===== config.mk =====
export PLATFORM = sky130hd
export DESIGN_NAME = scoreboard_ctrl
export DESIGN_NICKNAME = d
export VERILOG_FILES = /design/src/rtl/sb_pkg.sv /design/src/rtl/sb_reg_status.sv /design/src/rtl/sb_wb_arbiter.sv /design/src/rtl/sb_fu_entry.sv /design/src/rtl/scoreboard_ctrl.sv
export SDC_FILE = /design/constraint.sdc
export NUM_CORES = 1
export LEC_CHECK = 0
export ABC_CLOCK_PERIOD_IN_PS = 7300
export CORE_ASPECT_RATIO = 1.2
export CORE_MARGIN = 2
export CORE_UTILIZATION = 40
export CTS_BUF_LIST = sky130_fd_sc_hd__clkbuf_4
export CTS_CLUSTER_SIZE = 25
export DETAILED_ROUTE_END_ITERATION = 8
export PLACE_DENSITY = 0.61
export SLEW_MARGIN = 20
export SYNTH_ARGS = -nofsm -noshare
export SYNTH_HDL_FRONTEND = slang
export SYNTH_SLANG_ARGS = --single-unit
export TNS_END_PERCENT = 20

===== constraint.sdc =====
create_clock -name clk -period 7.3 [get_ports clk]
set_clock_uncertainty 0.15 [all_clocks]
set_input_delay 1.825 -clock clk [delete_from_list [all_inputs] [get_ports clk]]
set_output_delay 1.825 -clock clk [all_outputs]
set_load 0.1 [all_outputs]

===== src/rtl/sb_pkg.sv =====
package sb_pkg;

  typedef enum logic [1:0] {
    ST_IDLE = 2'd0,
    ST_READ = 2'd1,
    ST_EXEC = 2'd2,
    ST_WB   = 2'd3
  } sb_stage_e;

endpackage


===== src/rtl/sb_reg_status.sv =====
module sb_reg_status #(
  parameter int NUM_REG = 16,
  parameter int FUW     = 2,
  localparam int RW     = $clog2(NUM_REG)
) (
  input  logic                          clk,
  input  logic                          rst_n,
  input  logic                          set_en,
  input  logic [RW-1:0]                 set_reg,
  input  logic [FUW-1:0]                set_unit,
  input  logic                          clr_en,
  input  logic [RW-1:0]                 clr_reg,
  output logic [NUM_REG-1:0]            pend,
  output logic [NUM_REG-1:0][FUW-1:0]   owner
);

  logic [NUM_REG-1:0]          own_v_q, own_v_d;
  logic [NUM_REG-1:0][FUW-1:0] own_u_q, own_u_d;

  for (genvar r = 0; r < NUM_REG; r++) begin : g_reg
    always_comb begin
      own_v_d[r] = own_v_q[r];
      own_u_d[r] = own_u_q[r];
      if (clr_en && (clr_reg == RW'(r))) own_v_d[r] = 1'b0;
      if (set_en && (set_reg == RW'(r))) begin
        own_v_d[r] = 1'b1;
        own_u_d[r] = set_unit;
      end
    end

    always_ff @(posedge clk or negedge rst_n) begin
      if (!rst_n) begin
        own_v_q[r] <= 1'b0;
        own_u_q[r] <= '0;
      end else begin
        own_v_q[r] <= own_v_d[r];
        if (set_en && (set_reg == RW'(r))) own_u_q[r] <= own_u_d[r];
      end
    end
  end

  assign pend  = own_v_q;
  assign owner = own_u_q;

  // a register is never claimed while another writer still owns it
  p_single_owner_r3: assert property (@(posedge clk) disable iff (!rst_n)
    set_en |-> !own_v_q[set_reg]);

endmodule


===== src/rtl/sb_wb_arbiter.sv =====
module sb_wb_arbiter #(
  parameter int NUM_FU = 4
) (
  input  logic              clk,
  input  logic              rst_n,
  input  logic [NUM_FU-1:0] req,
  output logic [NUM_FU-1:0] grant
);

  logic [NUM_FU:0] seen;

  assign seen[0] = 1'b0;
  for (genvar i = 0; i < NUM_FU; i++) begin : g_pri
    assign grant[i]    = req[i] & ~seen[i];
    assign seen[i + 1] = seen[i] | req[i];
  end

  // at most one write-back per cycle, and only to a requester
  p_wb_onehot_r9: assert property (@(posedge clk) disable iff (!rst_n)
    $onehot0(grant) && ((grant & ~req) == '0));

  // any request yields a grant
  p_wb_progress_r9: assert property (@(posedge clk) disable iff (!rst_n)
    (req != '0) |-> (grant != '0));

endmodule


===== src/rtl/sb_fu_entry.sv =====
module sb_fu_entry
  import sb_pkg::*;
#(
  parameter int FUW  = 2,
  parameter int RW   = 4,
  parameter int OP_W = 4
) (
  input  logic            clk,
  input  logic            rst_n,
  input  logic            issue_en,
  input  logic [OP_W-1:0] iss_op,
  input  logic [RW-1:0]   iss_dst,
  input  logic [RW-1:0]   iss_src1,
  input  logic [RW-1:0]   iss_src2,
  input  logic            src1_wait,
  input  logic [FUW-1:0]  src1_unit,
  input  logic            src2_wait,
  input  logic [FUW-1:0]  src2_unit,
  input  logic            done_pulse,
  input  logic            wb_any,
  input  logic [FUW-1:0]  wb_unit,
  input  logic            wb_self,
  output logic            busy,
  output logic [OP_W-1:0] op_o,
  output logic [RW-1:0]   fi_o,
  output logic [RW-1:0]   fj_o,
  output logic [RW-1:0]   fk_o,
  output logic            rj_o,
  output logic            rk_o,
  output logic            rd_req,
  output logic            wb_req
);

  sb_stage_e       stage_q, stage_d;
  logic [OP_W-1:0] op_q, op_d;
  logic [RW-1:0]   fi_q, fi_d, fj_q, fj_d, fk_q, fk_d;
  logic [FUW-1:0]  qj_q, qj_d, qk_q, qk_d;
  logic            qjv_q, qjv_d, qkv_q, qkv_d;
  logic            rj_q, rj_d, rk_q, rk_d;
  logic            load_en;

  assign rd_req  = (stage_q == ST_READ) && rj_q && rk_q;
  assign wb_req  = (stage_q == ST_WB);
  assign busy    = (stage_q != ST_IDLE);
  assign load_en = (stage_q == ST_IDLE) && issue_en;

  always_comb begin
    stage_d = stage_q;
    op_d    = op_q;
    fi_d    = fi_q;
    fj_d    = fj_q;
    fk_d    = fk_q;
    qj_d    = qj_q;
    qk_d    = qk_q;
    qjv_d   = qjv_q;
    qkv_d   = qkv_q;
    rj_d    = rj_q;
    rk_d    = rk_q;
    unique case (stage_q)
      ST_IDLE: begin
        if (issue_en) begin
          stage_d = ST_READ;
          op_d    = iss_op;
          fi_d    = iss_dst;
          fj_d    = iss_src1;
          fk_d    = iss_src2;
          qj_d    = src1_unit;
          qk_d    = src2_unit;
          qjv_d   = src1_wait;
          qkv_d   = src2_wait;
          rj_d    = !src1_wait;
          rk_d    = !src2_wait;
        end
      end
      ST_READ: begin
        if (wb_any && qjv_q && (qj_q == wb_unit)) begin
          qjv_d = 1'b0;
          rj_d  = 1'b1;
        end
        if (wb_any && qkv_q && (qk_q == wb_unit)) begin
          qkv_d = 1'b0;
          rk_d  = 1'b1;
        end
        if (rd_req) begin
          stage_d = ST_EXEC;
          rj_d    = 1'b0;
          rk_d    = 1'b0;
        end
      end
      ST_EXEC: begin
        if (done_pulse) stage_d = ST_WB;
      end
      ST_WB: begin
        if (wb_self) stage_d = ST_IDLE;
      end
      default: stage_d = ST_IDLE;
    endcase
  end

  always_ff @(posedge clk or negedge rst_n) begin
    if (!rst_n) begin
      stage_q <= ST_IDLE;
      qjv_q   <= 1'b0;
      qkv_q   <= 1'b0;
      rj_q    <= 1'b0;
      rk_q    <= 1'b0;
    end else begin
      stage_q <= stage_d;
      qjv_q   <= qjv_d;
      qkv_q   <= qkv_d;
      rj_q    <= rj_d;
      rk_q    <= rk_d;
    end
  end

  always_ff @(posedge clk or negedge rst_n) begin
    if (!rst_n) begin
      op_q <= '0;
      fi_q <= '0;
      fj_q <= '0;
      fk_q <= '0;
      qj_q <= '0;
      qk_q <= '0;
    end else if (load_en) begin
      op_q <= op_d;
      fi_q <= fi_d;
      fj_q <= fj_d;
      fk_q <= fk_d;
      qj_q <= qj_d;
      qk_q <= qk_d;
    end
  end

  assign op_o = op_q;
  assign fi_o = fi_q;
  assign fj_o = fj_q;
  assign fk_o = fk_q;
  assign rj_o = rj_q;
  assign rk_o = rk_q;

  // the read grant lasts one cycle and leads straight into execution
  p_read_once_r5: assert property (@(posedge clk) disable iff (!rst_n)
    rd_req |=> (stage_q == ST_EXEC) && !rd_req);

  // a completion pulse outside execution never reaches write-back
  p_done_ignored_r7: assert property (@(posedge clk) disable iff (!rst_n)
    (stage_q == ST_READ) |=> (stage_q != ST_WB));

  // no read while a producer is still outstanding
  p_wait_producer_r6: assert property (@(posedge clk) disable iff (!rst_n)
    ((stage_q == ST_READ) && (qjv_q || qkv_q)) |-> !rd_req);

  // a granted write-back frees the unit
  p_wb_frees_r10: assert property (@(posedge clk) disable iff (!rst_n)
    wb_self |=> !busy);

endmodule


===== src/rtl/scoreboard_ctrl.sv =====
module scoreboard_ctrl #(
  parameter int NUM_FU  = 4,
  parameter int NUM_REG = 16,
  parameter int OP_W    = 4,
  localparam int FUW    = $clog2(NUM_FU),
  localparam int RW     = $clog2(NUM_REG)
) (
  input  logic                   clk,
  input  logic                   rst_n,
  input  logic                   iss_valid,
  input  logic [OP_W-1:0]        iss_op,
  input  logic [RW-1:0]          iss_dst,
  input  logic [RW-1:0]          iss_src1,
  input  logic [RW-1:0]          iss_src2,
  input  logic [FUW-1:0]         iss_unit,
  output logic                   iss_stall,
  input  logic [NUM_FU-1:0]      done_pulse,
  output logic [NUM_FU-1:0]      rd_grant,
  output logic [NUM_FU-1:0]      wb_grant,
  output logic                   rf_wr_en,
  output logic [RW-1:0]          rf_wr_reg,
  output logic [NUM_FU*OP_W-1:0] ex_op
);

  logic rst_s1_q, rst_s2_q, rst_n_int;

  always_ff @(posedge clk or negedge rst_n) begin
    if (!rst_n) begin
      rst_s1_q <= 1'b0;
      rst_s2_q <= 1'b0;
    end else begin
      rst_s1_q <= 1'b1;
      rst_s2_q <= rst_s1_q;
    end
  end
  assign rst_n_int = rst_s2_q;

  logic [NUM_FU-1:0]           busy_v, rj_v, rk_v, rd_req_v, wb_req_v, war_ok;
  logic [NUM_FU-1:0][RW-1:0]   fi_a, fj_a, fk_a;
  logic [NUM_REG-1:0]          pend;
  logic [NUM_REG-1:0][FUW-1:0] owner;
  logic                        issue_ok, wb_fire;
  logic [FUW-1:0]              wb_unit;
  logic                        src1_wait, src2_wait;

  assign iss_stall = iss_valid && (busy_v[iss_unit] || pend[iss_dst]);
  assign issue_ok  = iss_valid && !iss_stall;
  assign wb_fire   = |wb_grant;

  always_comb begin
    wb_unit = '0;
    for (int i = 0; i < NUM_FU; i++) begin
      if (wb_grant[i]) wb_unit = FUW'(i);
    end
  end

  assign src1_wait = pend[iss_src1] && !(wb_fire && (owner[iss_src1] == wb_unit));
  assign src2_wait = pend[iss_src2] && !(wb_fire && (owner[iss_src2] == wb_unit));

  always_comb begin
    for (int f = 0; f < NUM_FU; f++) begin
      war_ok[f] = 1'b1;
      for (int g = 0; g < NUM_FU; g++) begin
        if ((g != f) && ((rj_v[g] && (fj_a[g] == fi_a[f])) ||
                         (rk_v[g] && (fk_a[g] == fi_a[f])))) begin
          war_ok[f] = 1'b0;
        end
      end
    end
  end

  for (genvar f = 0; f < NUM_FU; f++) begin : g_unit
    sb_fu_entry #(
      .FUW  (FUW),
      .RW   (RW),
      .OP_W (OP_W)
    ) i_entry (
      .clk        (clk),
      .rst_n      (rst_n_int),
      .issue_en   (issue_ok && (iss_unit == FUW'(f))),
      .iss_op     (iss_op),
      .iss_dst    (iss_dst),
      .iss_src1   (iss_src1),
      .iss_src2   (iss_src2),
      .src1_wait  (src1_wait),
      .src1_unit  (owner[iss_src1]),
      .src2_wait  (src2_wait),
      .src2_unit  (owner[iss_src2]),
      .done_pulse (done_pulse[f]),
      .wb_any     (wb_fire),
      .wb_unit    (wb_unit),
      .wb_self    (wb_grant[f]),
      .busy       (busy_v[f]),
      .op_o       (ex_op[f*OP_W +: OP_W]),
      .fi_o       (fi_a[f]),
      .fj_o       (fj_a[f]),
      .fk_o       (fk_a[f]),
      .rj_o       (rj_v[f]),
      .rk_o       (rk_v[f]),
      .rd_req     (rd_req_v[f]),
      .wb_req     (wb_req_v[f])
    );
  end

  assign rd_grant = rd_req_v;

  sb_wb_arbiter #(
    .NUM_FU (NUM_FU)
  ) i_arb (
    .clk   (clk),
    .rst_n (rst_n_int),
    .req   (wb_req_v & war_ok),
    .grant (wb_grant)
  );

  sb_reg_status #(
    .NUM_REG (NUM_REG),
    .FUW     (FUW)
  ) i_status (
    .clk      (clk),
    .rst_n    (rst_n_int),
    .set_en   (issue_ok),
    .set_reg  (iss_dst),
    .set_unit (iss_unit),
    .clr_en   (wb_fire),
    .clr_reg  (rf_wr_reg),
    .pend     (pend),
    .owner    (owner)
  );

  assign rf_wr_en  = wb_fire;
  assign rf_wr_reg = fi_a[wb_unit];

  function automatic logic unread_match(input logic [RW-1:0] r);
    logic hit;
    hit = 1'b0;
    for (int g = 0; g < NUM_FU; g++) begin
      if (!wb_grant[g] && ((rj_v[g] && (fj_a[g] == r)) || (rk_v[g] && (fk_a[g] == r))))
        hit = 1'b1;
    end
    return hit;
  endfunction

  // no register is written while an older reader still needs its old value
  p_war_respected_r8: assert property (@(posedge clk) disable iff (!rst_n_int)
    rf_wr_en |-> !unread_match(rf_wr_reg));

  // the written register is owned by the unit doing the write
  p_rf_owner_r10: assert property (@(posedge clk) disable iff (!rst_n_int)
    rf_wr_en |-> (pend[rf_wr_reg] && (owner[rf_wr_reg] == wb_unit)));

  // an accepted instruction occupies its unit at the next cycle
  p_issue_claims_r4: assert property (@(posedge clk) disable iff (!rst_n_int)
    issue_ok |=> busy_v[$past(iss_unit)]);

endmodule


**Word level (Yosys, flattened, before mapping)**

Cells that the tools add are included.

- Bits in registers: 154
- Bits of input ports: 25
- Output and inout port bits: 30
- Logic and storage cells: 508

- Multiplexer cells: 137
- Bitwise logic cells: 9
- Equal/unequal tests: 111
- $lt $le $gt $ge: 5
- Reduce and logical (&&, ||, !) cells: 168

Operators by type and width:

| kind | number |
|---|---|
| 4-bit equality test | 24 |
| 1-bit logical AND | 94 |
| 1-bit 2-to-1 mux | 89 |
| 4-bit equality test (second input constant) | 16 |
| 3-bit AND reduction | 20 |
| 2-bit nonzero test | 24 |
| 2-bit 2-to-1 mux | 20 |
| 4-bit by 3-bit equality test with 1-bit output (second input constant) | 8 |
| 1-bit one-hot mux with 2 select lines | 16 |
| 2-bit one-hot mux with 4 select lines | 4 |
| 2-bit by 1-bit inequality test with 1-bit output (second input constant) | 12 |
| 2-bit inequality test (second input constant) | 12 |
| 3-bit by 2-bit inequality test with 1-bit output (second input constant) | 8 |
| 2-bit equality test | 10 |
| 2-bit equality test (second input constant) | 10 |
| 2-bit binary-select mux with 4-bit select | 2 |
| 4-bit by 2-bit equality test with 1-bit output (second input constant) | 4 |
| 4-bit AND reduction | 4 |
| 4-bit by 5-bit less-than comparator with 1-bit output (second input constant) | 3 |
| 1-bit logical OR | 13 |
| 1-bit binary-select mux with 4-bit select | 3 |
| 2-bit by 1-bit equality test with 1-bit output (second input constant) | 5 |
| 2-bit logical NOT | 5 |
| 4-bit binary-select mux with 2-bit select | 1 |
| 11 further kinds | 23 |

**Depth between registers and ports, before layout**

Gate-level depths: netlist (run 1).

- Depth after elaboration: 19
- Mapped depth: 13
- Gate-level depth less buffers: 10

**Cells and area by module**

Synthesis (run 1) repeated with hierarchy kept, for this count alone.

- Cells, all modules: 833
- Area total of the unflattened synthesis: 9481.6 um2

Modules (own cells, without submodules):

| module | area each (um2) | cells each | times used |
|---|---|---|---|
| sb_fu_entry | 1256.2 | 99 | 4 |
| scoreboard_ctrl | 2479.9 | 283 | 1 |
| sb_reg_status | 1940.6 | 150 | 1 |
| sb_wb_arbiter | 36.3 | 4 | 1 |

**Worst setup path before layout (run 1)**

Ideal clock, no wire load.

- Path kind: input to output
- Start: input iss_dst[0]
- End: output iss_stall
- Data arrival time: 4.651 ns
- Required time: 5.325 ns
- Setup slack: 0.674 ns
- Path buffers: 1
- Stages: 5
- Cells stage by stage: buf_4 -> mux4_2 -> a22o_1 -> a221oi_2 -> a21boi_0

- Cells in the longest elaborated chain, start to end: 4

Ends and longest elaborated chain:

| item | line | RTL |
|---|---|---|
| start, declared | scoreboard_ctrl.sv:12 | `input logic [RW-1:0] iss_dst,` |
| 1-bit binary-select mux with 4-bit select | scoreboard_ctrl.sv:46 | `assign iss_stall = iss_valid && (busy_v[iss_unit] \|\| pend[iss_dst]);` |
| 1-bit 2-to-1 mux (implied by the code) | scoreboard_ctrl.sv:46 |  |
| 1-bit logical OR | scoreboard_ctrl.sv:46 |  |
| 1-bit logical AND | scoreboard_ctrl.sv:46 |  |
| end, declared | scoreboard_ctrl.sv:16 | `output logic iss_stall,` |

Every way passes these cells. The select of a mux whose other input is x is not followed.

**Worst setup path after layout (run 1)**

- Start: register g_unit[0].i_entry.fi_q[0]
- End: output rf_wr_reg[2]

- Cells in the longest elaborated chain, start to end: 14
- Elaborated cells on any way between the ends: 32
- Those cells by class: 6 x eq/ne; 8 x mux; 9 x bitwise; 9 x reduce/logical

Ends and longest elaborated chain:

| item | line | RTL |
|---|---|---|
| start, declared | sb_fu_entry.sv:36 | `logic [RW-1:0] fi_q, fi_d, fj_q, fj_d, fk_q, fk_d;` |
| start signal, assigned | sb_fu_entry.sv:126 | `fi_q <= fi_d;` |
| 4-bit equality test (on tied branches) | scoreboard_ctrl.sv:64, scoreboard_ctrl.sv:65 |  |
| 1-bit logical AND (on tied branches) | scoreboard_ctrl.sv:64, scoreboard_ctrl.sv:65 |  |
| 1-bit logical OR | scoreboard_ctrl.sv:64 | `if ((g != f) && ((rj_v[g] && (fj_a[g] == fi_a[f])) \|\|` |
| 1-bit 2-to-1 mux (2 in series) | scoreboard_ctrl.sv:64 |  |
| 1-bit 2-to-1 mux * | scoreboard_ctrl.sv:64 |  |
| 4-bit AND * | scoreboard_ctrl.sv:112 | `.req (wb_req_v & war_ok),` |
| 1-bit inverter / 1-bit bitwise OR (equally long branches) | sb_wb_arbiter.sv:14, sb_wb_arbiter.sv:15 |  |
| 1-bit AND, or another cell as far along | sb_wb_arbiter.sv:14 | `assign grant[i] = req[i] & ~seen[i];` |
| 1-bit 2-to-1 mux, or another cell as far along | scoreboard_ctrl.sv:53 | `if (wb_grant[i]) wb_unit = FUW'(i);` |
| 2-bit 2-to-1 mux / 1-bit AND (equally long branches) | scoreboard_ctrl.sv:53, sb_wb_arbiter.sv:14 |  |
| 2-bit 2-to-1 mux * | scoreboard_ctrl.sv:53 |  |
| 4-bit binary-select mux with 2-bit select * | scoreboard_ctrl.sv:132 | `assign rf_wr_reg = fi_a[wb_unit];` |
| 4-bit 2-to-1 mux (implied by the code) * | scoreboard_ctrl.sv:132 |  |
| end, declared | scoreboard_ctrl.sv:21 | `output logic [RW-1:0] rf_wr_reg,` |

Mark *: on every way between the ends. The rest lies on a longest branch, timed or not. The select of a mux whose other input is x is not followed.

==> reports/qor.txt, run 1 <==
CLOCKING
------------------------------------------------------------------------------------------
Postcts setup bufs                                                                       0
Latest clock arrival within the worst-skew pair                                    0.60 ns
Total of cells resized after clock tree synthesis                                        0
Clk sink count                                                                         154
CTS clk-pin slew, worst paths                                                      0.17 ns
Number of buffers created by CTS                                                        17
Cell chosen for the clock root                                                    clkbuf_4
CTS Hold Bufs                                                                            0
Bufs on Longest Clock Path                                                               2
CTS tree                                                                              done
H-tree depth                                                                             4

FLOW RUN
------------------------------------------------------------------------------------------
Max cap viols                                                                            0

PWR
------------------------------------------------------------------------------------------
Pleak                                                                          0.004575 µW
Max rail drop VDD                                                                0.4049 mV
Power density cells                                                           446.1 nW/µm²

YOSYS
------------------------------------------------------------------------------------------
Total standard cell area after synthesis                                          9438 µm²
Top cells by area, synth                                                      dfrtp_1 41%, mux2_2 11%, mux4_2 7.4%
Register bit total from synthesis                                                      154
Top cell type by total area after synthesis                                        dfrtp_1
Fraction of registers with async set/reset                                           1.000
Most instantiated flip-flop cell in the synthesis netlist                          dfrtp_1
Sequential cell area fraction in the yosys report                                   0.4083
Number of enable flip-flop cells after synthesis                                         0
Simple-gate portion of the synthesized area                                         0.1163
Top cell type's share of synthesized area                                           0.4083
Synthesized instance count                                                             851
Share of synthesized cell area in full adder, half adder and majority cells        0.02121
Synth cell types                                                                        71
Warnings from Yosys                                                                      0
Post-Synthesis Net Count                                                               892
Mean instance size in the synthesized netlist                                    11.09 µm²
Multiplexer share of the synthesized area                                           0.2089
Share of the synthesized netlist area taken by xor and xnor gates                  0.09373
Main combinational cell family by area after synthesis                        multiplexers
Compound-Gate Fraction of Synth Area                                                0.1030

DRT
------------------------------------------------------------------------------------------
Detailed-router iteration count before antenna repair                                    5
Drt via density                                                                      5.712
Average detailed-routed wire length per instance                                  21.46 µm
Detailed-route via count                                                             6,877
Antenna Nets Post-Route                                                                  0
Remaining routing DRC violations                                                         0
First DRT Iteration DRCs                                                               451
Detailed-route wire length                                                       25,840 µm

STA
------------------------------------------------------------------------------------------
# setup viols final                                                                      0
Setup tns final                                                                       0 ns
Unrepaired setup endpoints after global routing                                         no
Relative slew slack                                                                 0.2779
Fraction of the cycle the final worst path needs                                    0.9092
Fmax                                                                             150.7 MHz
Transition time at the pin with the least slew margin                             1.078 ns
Worst hold margin                                                                0.1764 ns
Final Hold Vio Count                                                                     0
Minimum period implied by the final worst setup slack                             6.637 ns
Max Slew Vio Count                                                                       0

FLOORPLAN
------------------------------------------------------------------------------------------
Initial core utilization                                                            0.4068
Die W                                                                             144.2 µm
Floorplan die area                                                              24,840 µm²
Std-Cell Rows                                                                           61
Area inside the core boundary                                                   23,200 µm²
Number of primary I/O pins                                                              55
Floorplan die height                                                              172.3 µm

CRITICAL PATH
------------------------------------------------------------------------------------------
Capturing element type of the critical path                                     output pin
Category of the critical setup timing path                                      reg -> out
Sequence of cells on the critical path                                        xnor2_1 > nand3_1 > o22ai_1 > a311oi_1 > and3_1 > a21oi_2 > o22ai_2 > inv_1 > clkdlybuf4s50_1
Number of buffers and inverters on the critical path                                     2
Required time at the worst-slack endpoint                                          5.33 ns
Worst-path cell with the longest stage delay                                  clkdlybuf4s50_1
Highest net fanout along the worst path                                                 17
Startpoint class of the critical path                                             register
CP Data Arrival Time                                                               4.66 ns
Crit-path leading delay family                                                compound AO/OA/AOI/OAI gates
CP peak stage delay                                                                0.99 ns

GRT
------------------------------------------------------------------------------------------
GR Util met1                                                                        0.2767
Via count of the first global-routing pass                                           6,956
GR met3 Demand/Resource                                                            0.03489
Total global routing overflow                                                            0
Global-route wire length before repair                                           40,450 µm
Pin count of the biggest net entering global routing                                    65
Overall fraction of global-route tracks in use                                      0.2181
Fraction of met2 tracks used by global routing                                      0.3590
Most used routing layer                                                               met2
Number of antenna violations at the first check in global routing                        1

PLACED DESIGN
------------------------------------------------------------------------------------------
Placed insts                                                                         1,171
Routability Congestion                                                              0.9264
Number of buffers added on ports                                                        54
Post-placement cell area                                                        10,130 µm²
Half-perimeter wire length of the detailed placement result                      18,930 µm

LAYOUT
------------------------------------------------------------------------------------------
Design Area, Final                                                              10,450 µm²
Most common library cell in the layout ignoring fill and taps                      dfrtp_1
Area Overhead vs Synth                                                              10.72%
Most frequent cells in the layout                                             153 x dfrtp_1, 89 x mux2_2, 67 x xor2_1
Final non-filler cell total                                                          1,204
Layout cells sized above 1                                                          0.2117
Final design utilization                                                            0.4504
Number of nets in the layout                                                           916

OUTCOME
------------------------------------------------------------------------------------------
Result of the run                                                             finished, final reports clean

HOLD PATH
------------------------------------------------------------------------------------------
Hold Crit Class                                                               reg -> async

flip-flops by register name (all words and copies together) (netlist names), 8 cells and up:
signal and cells:
g_unit.i_entry.qk_q 8, g_unit.i_entry.op_o 16, g_unit.i_entry.fk_o 16, i_status.owner 32, i_status.pend 16, g_unit.i_entry.fj_o 16
g_unit.i_entry.stage_q 8, g_unit.i_entry.qj_q 8, g_unit.i_entry.fi_o 16
stage by stage:
stage	setup slack [ns]	power (µW)
2_1_floorplan	0.6743	3480
3_3_place_gp	1.251	4073
3_5_place_dp	1.212	4105
4_1_cts	0.6680	4674
5_1_grt	0.4350	4942
6_report	0.6629	4662
per-layer routing:
layer  up-vias  share of wire
li1       3134              -
met1      3467           0.42
met2       211           0.49
met3        65          0.048
met4         0          0.047
met5         -              0
cell usage after synthesis (all sizes together), types with 3 or more instances:
master     n
a2111oi    9
a21o       6
a21oi     24
a221o      4
a221oi     5
a22oi      4
a31oi      8
and2       9
and3       5
and4       3
buf       41
clkbuf    18
dfrtp    154
ha        16
inv       35
mux2     106
mux2i      8
mux4      31
nand2     54
nand2b    13
nand3     19
nand4      3
nor2      35
nor2b      6
nor3      24
nor3b      8
nor4      12
o21ai     37
o22ai      4
o311a      3
o32a       4
o41ai      3
or3        8
or4b       3
xnor2     34
xor2      67
layout make-up:
class / instances / area (µm²)
tap: 315 / 394.1
clock buffer: 17 / 127.6
clock inverter: 15 / 192.7
sequential: 154 / 3857
antenna: 1 / 2.502
fill: 2202 / 12750
timing repair buffer: 64 / 605.6
multi-input combinational: 603 / 5136
inverter: 35 / 133.9
worst paths after layout:
kind,startpoint,end,slack (ns),cells after the start
max,g_unit[0].i_entry.fi_o[0],rf_wr_reg[2],0.66,9
min,rst_n_int,g_unit[3].i_entry.op_o[2],0.18,0
max reg2reg,g_unit[0].i_entry.fi_o[0],g_unit[3].i_entry.rj_o,3.31,9
min reg2reg,rst_n_int,g_unit[3].i_entry.op_o[2],0.18,0
max in group asynchronous,rst_n_int,g_unit[2].i_entry.fk_o[2],4.85,2
min in group clk,rst_s1_q,rst_n_int,0.23,0
cell families (layout without fill, tap and decap cells):
| kind of cell | Yosys count | after routing |
|---|---|---|
| DFF | 154 | 154 |
| buffers and inverters | 94 | 131 |
| xor gates and xnor gates | 101 | 101 |
| muxes | 145 | 145 |
| AOI/OAI and AO/OA | 134 | 134 |
| and+or+nand+nor | 206 | 206 |
| other | 1 | 2 |
| adders and majority gates | 16 | 16 |
power by group:
group	internal [µW]	total (µW)	switching (µW)
clock network	167	560	394
registers	1130	1550	420
logic	958	2560	1600
(Power assumes the default switching activity.)
==> run 2: changes to the inputs <==
--- a/config.mk
+++ b/config.mk
@@ -7,12 +7,13 @@
 export LEC_CHECK = 0
 export ABC_CLOCK_PERIOD_IN_PS = 7300
 export CORE_ASPECT_RATIO = 1.2
-export CORE_MARGIN = 2
+export CORE_MARGIN = 3
 export CORE_UTILIZATION = 40
 export CTS_BUF_LIST = sky130_fd_sc_hd__clkbuf_4
 export CTS_CLUSTER_SIZE = 25
 export DETAILED_ROUTE_END_ITERATION = 8
 export PLACE_DENSITY = 0.61
+export REMOVE_ABC_BUFFERS = 1
 export SLEW_MARGIN = 20
 export SYNTH_ARGS = -nofsm -noshare
 export SYNTH_HDL_FRONTEND = slang
==> run 2 against run 1 <==
Against the previous run: sequential share of layout area down 0.12 points; sequential power about the same; worst hold slack got worse by 0.013 ns; first-iteration DRC count down 18%; power increased by 0.89%; combinational power is essentially flat; core utilization up 0.90 points; final cell count shrank 0.17%; die area rose by 2.6%; critical endpoint unchanged; highest routed layer unchanged.
==> reports/qor.txt, run 2 (synthesized netlist as in run 1, its figures left out) <==
STA
--------------------------------------------------------------------------------
# setup viols final                                                            0
Max Slew Vio Count                                                             0
Final setup margin                                                     0.8169 ns
Final Hold Vio Count                                                           0
Minimum period implied by the final worst setup slack                   6.483 ns
Transition time at the pin with the least slew margin                   1.030 ns
Unrepaired setup endpoints after global routing                               no
Fmax                                                                   154.2 MHz
Relative slew slack                                                       0.3112
Fraction of the cycle the final worst path needs                          0.8881
Setup tns final                                                             0 ns

OUTCOME
--------------------------------------------------------------------------------
Result of the run                                                   finished, final reports clean

LAYOUT
--------------------------------------------------------------------------------
Multi-input logic area                                                  5136 µm²
Area Overhead vs Synth                                                    11.10%
Most common library cell in the layout ignoring fill and taps            dfrtp_1
Most frequent cells in the layout                                   153 x dfrtp_1, 89 x mux2_2, 67 x xor2_1
Number of nets in the layout                                                 919
Number of flip-flops in the largest register                                  32
Footprint of the flip-flops and latches                                 3857 µm²
Layout cells sized above 1                                                0.2144
Fill cell instance count of the final layout                               2,162

PWR
--------------------------------------------------------------------------------
Pleak                                                                0.004599 µW
Power density cells                                                 448.5 nW/µm²
Max rail drop VDD                                                      0.2681 mV

CRITICAL PATH
--------------------------------------------------------------------------------
Number of cells on the worst reg-to-reg path                                  10
Required time at the worst-slack endpoint                                5.33 ns
CP Data Arrival Time                                                     4.51 ns
Highest net fanout along the worst path                                       17
Endpoint of the most critical register-to-register path             i_status.pend[0]
Startpoint class of the critical path                                   register
Capturing element type of the critical path                           output pin
Setup slack of the worst register-to-register path                       3.33 ns
Critical R2R Launch                                                 g_unit[0].i_entry.fi_o[0]
Category of the critical setup timing path                            reg -> out

FLOORPLAN
--------------------------------------------------------------------------------
Initial core utilization                                                  0.4135
Die W                                                                   146.2 µm
Std-Cell Rows                                                                 60
Floorplan die height                                                    174.3 µm
Number of primary I/O pins                                                    55
Floorplan die area                                                    25,480 µm²
Area inside the core boundary                                         22,820 µm²

CLOCKING
--------------------------------------------------------------------------------
CTS tree                                                                    done
Cell chosen for the clock root                                          clkbuf_4
Postcts setup bufs                                                             0
Latest clock arrival within the worst-skew pair                          0.61 ns
Bufs on Longest Clock Path                                                     2
H-tree depth                                                                   4
Number of buffers created by CTS                                              17
Total of cells resized after clock tree synthesis                              0
CTS Hold Bufs                                                                  0
Clk sink count                                                               154
CTS clk-pin slew, worst paths                                            0.18 ns

GRT
--------------------------------------------------------------------------------
Global-route wire length before repair                                 40,010 µm
Number of antenna violations at the first check in global routing              1
Total global routing overflow                                                  0
Pin count of the biggest net entering global routing                          65
Via count of the first global-routing pass                                 6,916
Overall fraction of global-route tracks in use                            0.2022

DRT
--------------------------------------------------------------------------------
Detailed-route via count                                                   6,795
Antenna Nets Post-Route                                                        0
Detailed-router iteration count before antenna repair                          5
Remaining routing DRC violations                                               0
Average detailed-routed wire length per instance                        21.02 µm
First DRT Iteration DRCs                                                     368
Detailed-route wire length                                             25,260 µm
Drt via density                                                            5.653

PLACED DESIGN
--------------------------------------------------------------------------------
Half-perimeter wire length of the detailed placement result            18,700 µm
Setup WS pre-CTS                                                        1.207 ns
Number of buffers added on ports                                              54
Routability Congestion                                                    0.9144

HOLD PATH
--------------------------------------------------------------------------------
Hold Crit Class                                                     reg -> async

FLOW RUN
--------------------------------------------------------------------------------
Max cap viols                                                                  0

==> run 2: cell types whose count changed in the layout (fill, tap and decap cells not counted), sizes merged <==
cell	before	now
buf	13	16
inv	42	43
clkinvlp	1	0
==> run 2: worst max-delay path, stage by stage, from the launching register on <==
cell and delay, ns:
dfrtp_1 0.58, xnor2_1 0.20, nand3_1 0.11, o22ai_1 0.08, a311oi_1 0.57, and3_1 0.72, a21o_1 0.16, o22ai_2 0.06
buf_4 0.21, inv_1 0.08, clkdlybuf4s50_1 1.12
==> run 2: final cells by class <==
type,count,share of cell area
multi-input cells,603,0.4899
flip-flops and latches,154,0.3679
repair buffers,67,0.05990
well taps,310,0.03699
clock inverters,15,0.02017
inverters,35,0.01277
clock buffers,17,0.01217
diodes,1,0.0002387
==> run 2: worst max path at each step <==
stage                                    from      endpoint  slack, ns  cells past startpoint
finish              g_unit[0].i_entry.fi_o[0]  rf_wr_reg[2]       0.82                     10
detailed placement                 iss_dst[0]     iss_stall       1.21                      6
CTS                 g_unit[0].i_entry.fi_o[0]  rf_wr_reg[2]       0.75                     10
global route        g_unit[0].i_entry.fi_o[0]      rf_wr_en       0.56                      8
floorplan           g_unit[0].i_entry.fi_o[1]  rf_wr_reg[0]       0.27                      8
global placement                   iss_dst[0]     iss_stall       1.27                      6
==> run 2: stage by stage <==
step / hold slack, ns / utilization / total power (µW) / instances / cell area, µm²
after floorplan: 0.1812 / - / 3394 / 792 / 9117
after global placement: 0.1691 / 0.4447 / 4089 / 1169 / 10150
after detailed placement: 0.1732 / 0.4447 / 4127 / 1169 / 10150
after CTS: 0.1857 / 0.4595 / 4724 / 1201 / 10490
after global routing: 0.2104 / 0.4594 / 4997 / 1202 / 10490
final: 0.1631 / 0.4594 / 4703 / 1202 / 10490
==> run 2: where the power goes <==
group	internal [µW]	total, µW	switching [µW]	leakage [µW]
Combinational	976	2580	1600	0.00244
Sequential	1130	1540	413	0.00198
Clock	175	586	411	0.000174
Total	2280	4700	2430	0.00460
==> run 2: metal layers <==
layer	share of wire	track usage	wire length, µm	vias up
li1	-	-	-	3131
met1	0.42	0.2521	10550	3412
met2	0.50	0.3379	12510	195
met3	0.044	0.03885	1110	57
met4	0.043	0.09725	1093	0
met5	0	0	0	-
